File: src/rtl/slot_seq_pkg.sv
// Shared definitions for the slot reset sequencer.
// Assumes the slot mode arrives from a controller running on the same clock.
package slot_seq_pkg;

    // Slot mode encoding supplied by the power mode controller.
    typedef enum logic [2:0] {
        SLOT_OFF      = 3'd0,
        SLOT_SHUTDOWN = 3'd1,
        SLOT_EMPTY    = 3'd2,
        SLOT_STANDBY  = 3'd3,
        SLOT_POWERED  = 3'd4
    } slot_mode_e;

    // Width of a counter that must hold values 0..max_val.
    function automatic int cnt_width(input int max_val);
        return (max_val < 2) ? 1 : $clog2(max_val + 1);
    endfunction

endpackage

File: src/rtl/slot_sync.sv
// Two-flop synchronizer, one chain per bit.
// Assumes each bit is an independent level: no bus coherence is promised.
// During reset both stages clear to 0.
module slot_sync #(
    parameter int WIDTH = 1
) (
    input  logic             clk,
    input  logic             rst_n,
    input  logic [WIDTH-1:0] d,
    output logic [WIDTH-1:0] q
);

    for (genvar i = 0; i < WIDTH; i++) begin : g_bit
        logic meta_q;
        logic sync_q;

        // Capture the asynchronous bit, then retime it once more.
        always_ff @(posedge clk) begin
            if (!rst_n) begin
                meta_q <= 1'b0;
                sync_q <= 1'b0;
            end else begin
                meta_q <= d[i];
                sync_q <= meta_q;
            end
        end

        assign q[i] = sync_q;
    end

endmodule

File: src/rtl/slot_rst_timer.sv
// Card reset generator with a settling delay and a minimum pulse width.
// Assumes all inputs are synchronous. power_ok must already include the
// slot mode and all rail flags. The settling delay applies only to power_ok.
// The system-reset and clock-enable conditions release without extra delay.
module slot_rst_timer #(
    parameter int SETTLE_CYC = 500000,
    parameter int WIDTH_CYC  = 5000
) (
    input  logic clk,
    input  logic rst_n,
    input  logic power_ok,
    input  logic sys_ok,
    input  logic clken_ok,
    output logic card_rst_n
);

    localparam int SW = slot_seq_pkg::cnt_width(SETTLE_CYC);
    localparam int WW = slot_seq_pkg::cnt_width(WIDTH_CYC);
    localparam logic [SW-1:0] SETTLE_MAX = SW'(SETTLE_CYC);
    localparam logic [WW-1:0] WIDTH_MAX  = WW'(WIDTH_CYC);

    logic [SW-1:0] settle_q;
    logic [WW-1:0] width_q;
    logic          card_q;
    logic          settle_done;
    logic          width_done;
    logic          release_ok;

    // Count consecutive cycles of good power, saturating at the limit.
    always_ff @(posedge clk) begin
        if (!rst_n)                  settle_q <= '0;
        else if (!power_ok)          settle_q <= '0;
        else if (settle_q != SETTLE_MAX) settle_q <= settle_q + 1'b1;
    end

    // Count cycles spent with the card held in reset, saturating.
    always_ff @(posedge clk) begin
        if (!rst_n)                  width_q <= '0;
        else if (card_q)             width_q <= '0;
        else if (width_q != WIDTH_MAX) width_q <= width_q + 1'b1;
    end

    assign settle_done = (settle_q == SETTLE_MAX);
    assign width_done  = (width_q == WIDTH_MAX);
    assign release_ok  = power_ok & settle_done & sys_ok & clken_ok;

    // Drop reset at once on any fault; raise it only after the minimum width.
    always_ff @(posedge clk) begin
        if (!rst_n)      card_q <= 1'b0;
        else if (card_q) card_q <= release_ok;
        else             card_q <= release_ok & width_done;
    end

    assign card_rst_n = card_q;

endmodule

File: src/rtl/slot_oc_filter.sv
// Symmetric deglitch filter for the overcurrent flag.
// Assumes oc_in is already synchronized. The flag follows oc_in only after
// DG_CYC consecutive edges on which the two differ, in either direction.
module slot_oc_filter #(
    parameter int DG_CYC = 500000
) (
    input  logic clk,
    input  logic rst_n,
    input  logic oc_in,
    output logic oc_flag
);

    localparam int CW = (DG_CYC < 2) ? 1 : $clog2(DG_CYC);
    localparam logic [CW-1:0] LAST = CW'(DG_CYC - 1);

    logic [CW-1:0] run_q;
    logic          flag_q;

    // Track the mismatch run and flip the flag when it completes.
    always_ff @(posedge clk) begin
        if (!rst_n) begin
            run_q  <= '0;
            flag_q <= 1'b0;
        end else if (oc_in == flag_q) begin
            run_q  <= '0;
        end else if (run_q == LAST) begin
            run_q  <= '0;
            flag_q <= oc_in;
        end else begin
            run_q  <= run_q + 1'b1;
        end
    end

    assign oc_flag = flag_q;

endmodule

File: src/rtl/slot_reset_seq.sv
// Slot reset and power-good sequencer, top level.
// Assumes slot_mode is synchronous to clk. All other inputs are asynchronous
// and are synchronized here. The open-drain pins are presented as
// drive-low request bits; the pad drivers are outside this block.
module slot_reset_seq #(
    parameter int CYCLES_PER_US = 50,
    parameter int RELEASE_US    = 10000,
    parameter int DEGLITCH_US   = 10000,
    parameter int MIN_RESET_US  = 100,
    parameter int NUM_RAILS     = 3
) (
    input  logic                 clk,
    input  logic                 rst_n,
    input  logic [2:0]           slot_mode,
    input  logic [NUM_RAILS-1:0] rail_good,
    input  logic                 sys_rst_n,
    input  logic                 clken_pin,
    input  logic                 oc_raw,
    output logic                 card_rst_n,
    output logic                 clken_pull_low,
    output logic                 oc_pull_low
);
    import slot_seq_pkg::*;

    localparam int SETTLE_CYC = RELEASE_US * CYCLES_PER_US;
    localparam int WIDTH_CYC  = MIN_RESET_US * CYCLES_PER_US;
    localparam int DG_CYC     = DEGLITCH_US * CYCLES_PER_US;
    localparam int SYNC_W     = NUM_RAILS + 3;

    logic [SYNC_W-1:0]    async_in;
    logic [SYNC_W-1:0]    sync_out;
    logic [NUM_RAILS-1:0] rail_s;
    logic                 sys_s;
    logic                 clken_s;
    logic                 oc_s;
    logic                 powered;
    logic                 rails_ok;
    logic                 power_ok;

    // Gather every asynchronous input into one synchronizer bank.
    assign async_in = {sys_rst_n, clken_pin, oc_raw, rail_good};

    slot_sync #(.WIDTH(SYNC_W)) u_sync (
        .clk   (clk),
        .rst_n (rst_n),
        .d     (async_in),
        .q     (sync_out)
    );

    assign rail_s  = sync_out[NUM_RAILS-1:0];
    assign oc_s    = sync_out[NUM_RAILS];
    assign clken_s = sync_out[NUM_RAILS+1];
    assign sys_s   = sync_out[NUM_RAILS+2];

    // Power is good only in the powered mode with every rail flag set.
    assign powered  = (slot_mode == SLOT_POWERED);
    assign rails_ok = &rail_s;
    assign power_ok = powered & rails_ok;

    // Undelayed power-good on the shared line: float when off, else pull low until good.
    assign clken_pull_low = (slot_mode != SLOT_OFF) & ~power_ok;

    slot_rst_timer #(
        .SETTLE_CYC (SETTLE_CYC),
        .WIDTH_CYC  (WIDTH_CYC)
    ) u_rst (
        .clk        (clk),
        .rst_n      (rst_n),
        .power_ok   (power_ok),
        .sys_ok     (sys_s),
        .clken_ok   (clken_s),
        .card_rst_n (card_rst_n)
    );

    slot_oc_filter #(.DG_CYC(DG_CYC)) u_oc (
        .clk     (clk),
        .rst_n   (rst_n),
        .oc_in   (oc_s),
        .oc_flag (oc_pull_low)
    );

endmodule

File: config.mk
export PLATFORM = sky130hd
export DESIGN_NAME = slot_reset_seq
export DESIGN_NICKNAME = d
export VERILOG_FILES = /design/src/rtl/slot_seq_pkg.sv /design/src/rtl/slot_sync.sv /design/src/rtl/slot_rst_timer.sv /design/src/rtl/slot_oc_filter.sv /design/src/rtl/slot_reset_seq.sv
export SDC_FILE = /design/constraint.sdc
export NUM_CORES = 1
export LEC_CHECK = 0
export ABC_CLOCK_PERIOD_IN_PS = 4500
export CAP_MARGIN = 20
export CORE_UTILIZATION = 35
export DETAILED_ROUTE_END_ITERATION = 10
export GPL_TIMING_DRIVEN = 0
export PLACE_DENSITY = 0.53
export SLEW_MARGIN = 25
export SYNTH_ARGS = -nofsm -noshare
export SYNTH_HDL_FRONTEND = slang
export SYNTH_SLANG_ARGS = --single-unit
File: constraint.sdc
create_clock -name clk -period 4.5 [get_ports clk]
set_input_delay 1.35 -clock clk [delete_from_list [all_inputs] [get_ports clk]]
set_output_delay 1.35 -clock clk [all_outputs]
set_load 0.01 [all_outputs]
* Yosys cells after proc, flatten, opt, wreduce, memory -nomap -nowiden
Index checks and enable logic that the tools add are counted.
** Word-level totals
- Register bits :: 65
- Output and inout port bits :: 3
- Logic and storage cells :: 43
- Bits of input ports :: 11
** Operators by class
- Equality and inequality tests :: 7
- Muxes and demuxes :: 1
- Reduce and logical (&&, ||, !) cells :: 6
- Add/sub/neg operators :: 3
- Bitwise operators :: 9
** Operators with widths (number)
- $add A19 B1 Y19 const B :: 2
- $eq A19 B19 Y1 const B :: 2
- $ne A19 B19 Y1 const B :: 1
- $add A13 B1 Y13 const B :: 1
- $eq A13 B13 Y1 const B :: 1
- $ne A13 B13 Y1 const B :: 1
- $and A1 B1 Y1 :: 6
- $reduce_and A2 Y1 :: 2
- $eq A3 B3 Y1 const B :: 1
- $not A1 Y1 :: 3
- $reduce_and A3 Y1 :: 1
- $reduce_bool A3 Y1 :: 1
- $reduce_or A3 Y1 :: 1
- $reduce_or A2 Y1 :: 1
- $eq A1 B1 Y1 :: 1
- $mux W1 :: 1

* Longest topological paths before layout
Gate-level depths: netlist of run 1.
- Depth after elaboration :: 7
- Depth in mapped cells :: 6

* By module
Synthesis of run 1 repeated with hierarchy kept, for this count alone.
** Second synthesis, totals
- Cell total of the unflattened synthesis :: 326
- Area total of the unflattened synthesis :: 2939.1 um^2
** Modules (own cells, without submodules)
- slot_rst_timer :: cells each 183, area each 1584.0 um^2, instances 1
- slot_oc_filter :: cells each 109, area each 939.7 um^2, instances 1
- slot_sync :: cells each 31, area each 381.6 um^2, instances 1
- slot_reset_seq :: cells each 3, area each 33.8 um^2, instances 1

* Worst setup path after synthesis of run 1
No wires, ideal clock.
- Path kind :: input to output
- Start point :: input slot_mode[1]
- End point :: output clken_pull_low
- Required time :: 3150 ps
- Path slack :: 1508 ps
- Data arrival time :: 1642 ps
- Cell stages on the path :: 1
- Cells stage by stage :: a211o_1
** On the way
- Word-level cells in the longest chain between the ends :: 4
- Elaborated cells between the ends (all ways) :: 5
** Ends and longest elaborated chain
- start, declared :: RTL line slot_reset_seq.sv:14 : input logic [2:0] slot_mode,
- $eq A3 B3 Y1 :: RTL line slot_reset_seq.sv:56 : assign powered = (slot_mode == SLOT_POWERED);
- $and A1 B1 Y1 :: RTL line slot_reset_seq.sv:58 : assign power_ok = powered & rails_ok;
- $not A1 Y1 :: RTL line slot_reset_seq.sv:61 : assign clken_pull_low = (slot_mode != SLOT_OFF) & ~power_ok;
- $and A1 B1 Y1 * :: RTL line slot_reset_seq.sv:61
- end, declared :: RTL line slot_reset_seq.sv:20 : output logic clken_pull_low,
Every way passes the cells marked *; elsewhere a longest branch is shown, timed or not.

* Worst setup path in the final report of run 1
Same ends and word-level chain as after synthesis.

==> results.md, run 1 <==
- The number of antenna violations at the first check in global routing is 0.
- The worst-case headroom to the max-slew limit is 66.2%.
- The run finished with clean final reports.
- The final-report hold violation count is 0.
- The clock latency of the later-clocked register in the worst-skew pair is about 0.33 ns.
- The internal reg-to-reg setup slack is between 2 and 2.5 ns.
- The tool flagged a number of max-cap violations equal to 0.
- The TritonCTS clock tree is done.
- On the final layout, the worst clock skew is ~0.0096 ns.
- The tightest min-delay check is of the reg2reg type.
- The total power after layout is roughly 1.2 mW.
- Clock-pin slew was measured on the worst setup and hold paths at ~0.07 ns.
- The die area is approximately 0.0086 mm².
- After layout, the minimum clock period comes to a little under 4 ns.
- The first global-routing pass estimated a little under 10 mm of wire.
- After the last flow step, the layout net total stands at 362.
- The pin count of the biggest net entering global routing is 13.
- The overall die width is 92.9 µm.
- The H-tree was split into 3 levels.
- After clock tree synthesis, the repair step resized 0 gates.
- Synthesis inferred between 60 and 70 register bits.
- Sequential cells were found to cover approximately 45% of the synthesized design area.
- The worst setup path is launched from an input port.
- From synthesis to final layout, the design area changed by 16.5%.
- During I/O placement, the number of pins put on the boundary was 14.
- STA puts the critical path data arrival time at between 2 and 3 ns.
- Of all nets on the critical path, the largest fanout is 2.
- For this run the aggregate overflow at the end of global routing stands at 0.
- The maximum frequency from static timing analysis is roughly 260 MHz.
- The leading register cell type out of synthesis is dfxtp_1.
- The number of antenna diodes in the final layout is 0.
- The overall die height is ~93 µm.
- In this run the core area contains 32 standard-cell rows.
- The number of buffers inserted for hold repair after clock tree synthesis is 0.
- The number of nets handed over by synthesis was around 340.
- The most common cell in the synthesized netlist is dfxtp_1.
- The overall via count from detail_route is 2238.
- In this run the standard cell core region covers 0.00785 mm².
- The number of violations reported at the end of detailed-routing iteration 0 is 81.
- The number of enable flip-flop cells after synthesis is 0.
- The fraction of registers with async set/reset is 0%.
- In this run the deepest clock path goes through 2 buffers.
- In the final routed layout, each cell accounts on average for around 12 µm.
- The number of fill cells is a little over 800.
- The via count of the first global-routing pass is 2064.
- The residual antenna-violating net count after detailed routing is 0.
- Setup repair after global routing left no endpoint under its margin.
- The transition time at the pin with the least slew margin is around 0.50 ns.
- The gate count of the mapped netlist is around 320.
- Of the post-synthesis cell area, the dominant cell type holds 45.0%.
- The biggest area contributor in the post-synthesis netlist is dfxtp_1.
- The setup violation total in the final timing report is 0.
- The worst setup path is of the in2out kind.
- The number of slew-limit violations in the final report is 0.
- The power density relative to cell area is between 300 and 400 mW/mm².
- The last weighted congestion value of the routability-driven placer is 0.715.
- The wire-length estimate of the detail-placed layout is 3.88 mm.
- The initial standard-cell utilization of the core is between 30% and 40%.
- The static leakage is roughly 1.1 nW.
- The clock tree root driver cell is clkbuf_8.
- For this run, the total global-route usage over all layers was measured as approximately 14%.
- In this run the mean area of a mapped cell was about 9.0 µm².
- The total negative setup slack is 0 ns.
- The unique cell type count in the Yosys netlist is 48.
- The count of port buffers added during placement is 12.
- In this run the cell area of the synthesized design comes to ~0.0029 mm².
- The commonest cells after synthesis are dfxtp_1 (65), nor2_1 (44), nand2_1 (22).
- After synthesis, the cell types taking the most area are dfxtp_1 (45%), nor2_1 (5.7%), xnor2_1 (5.4%), xor2_1 (5.1%), nand3_1 (3.6%).
- For this run, the number of Yosys warnings is 0.
- In the routed layout, each cell is associated on average with a via count of ~4.9.
- The post-CTS repair timing setup buffer count is 0.
- The iteration count of the initial detailed-routing pass is 4.
- In the routed design, unresolved DRC markers number 0.
- The critical path endpoint category is a primary output.
- The share of layout cells above drive strength 1 is under 10%.
- At the worst endpoint, the required time is 3.15 ns.
- The wire length reported by the detailed router is about 5.5 mm.
- The clock net in this run drives a total of 65 sinks.
- The largest vdd supply drop is approximately 0.14 mV.
- For this run, the share of the core covered by cells in the final layout is a little over two fifths.
- The number of buffers added by the clock tree synthesis step is 9.
- Dividing the final minimum period by the clock period gives 85.9%.
layout by cell type (no fill, tap or decap), drive strengths merged, types with 12 or more instances in the layout:
master          n
and2           15
clkbuf         17
clkdlybuf4s50  12
dfxtp          65
nand2          22
nand3          21
nand4          13
nor2           44
nor3           12
nor4           12
xnor2          18
xor2           17
state kept, by name, summed over array words and instances, names as in the netlist:
register and count:
u_oc.oc_flag 1, u_oc.run_q 19, u_rst.width_q 13, u_sync.g_bit.meta_q 6
u_sync.g_bit.sync_q 6, u_rst.settle_q 19, u_rst.card_rst_n 1
logic make-up (layout without fill, tap and decap cells):
logic type / Yosys count / in the layout / synth area share, %
AO/OA/AOI/OAI: 23 / 23 / 5.54
buffers and inverters: 23 / 51 / 3.72
multiplexers: 4 / 4 / 1.38
XOR/XNOR: 35 / 35 / 10.6
AND/OR/NAND/NOR: 168 / 168 / 31.6
flip-flops: 65 / 65 / 45.0
adder cells (fa/ha/maj): 5 / 5 / 2.16
routing by layer:
metal	wire, µm	up-vias	GRT usage [%]
met1	2860	1021	19.8
li1	-	1171	-
met4	98	0	6.92
met2	2380	35	20.7
met5	0	-	0
met3	170	11	2.96
power breakdown:
part           internal, mW  total (mW)  leakage [nW]  switching, mW
logic                0.0168      0.0291         0.431         0.0123
registers             0.582       0.587         0.527        0.00422
clock network         0.328       0.557         0.105          0.229
total                 0.927        1.17          1.06          0.246
worst max-delay path, cell delays in order:
cell	delay, ns
clkdlybuf4s50_1	0.42
a211o_1	0.27
clkdlybuf4s50_1	0.48
final timing paths:
path,start,endpoint,cells after the start
min,u_sync.g_bit[1].meta_q,u_sync.g_bit[1].sync_q,1
max,slot_mode[1],clken_pull_low,3
min reg2reg,u_sync.g_bit[1].meta_q,u_sync.g_bit[1].sync_q,1
max reg2reg,u_oc.run_q[0],u_oc.run_q[15],6
per-stage QoR:
step	instance area [µm²]	cells	hold slack (ns)	setup WS, ns
final	3370	453	0.434	0.636
after CTS	3370	453	0.437	0.636
after global routing	3370	453	0.456	0.584
after global placement	3140	437	0.414	0.646
after floorplan	2890	323	0.412	1.51
after detailed placement	3140	437	0.419	0.639
area by class of cell:
type                       count  area, µm²  share of cell area (%)
multi-input combinational    235       1480                    44.0
sequential                    65       1300                    38.6
clock buffer                  10        138                    4.08
tap                          102        128                    3.79
timing repair buffer          12        120                    3.56
clock inverter                 6       91.3                    2.71
buffer                        13       70.1                    2.08
inverter                      10       37.5                    1.11
Note: power is estimated with default switching activity, not from simulation.
==> run 2, diff against run 1 <==
TNS_END_PERCENT = 30   (was default)
==> results of run 2 <==
The final DEF is identical to that of run 1; final timing and power are the same.
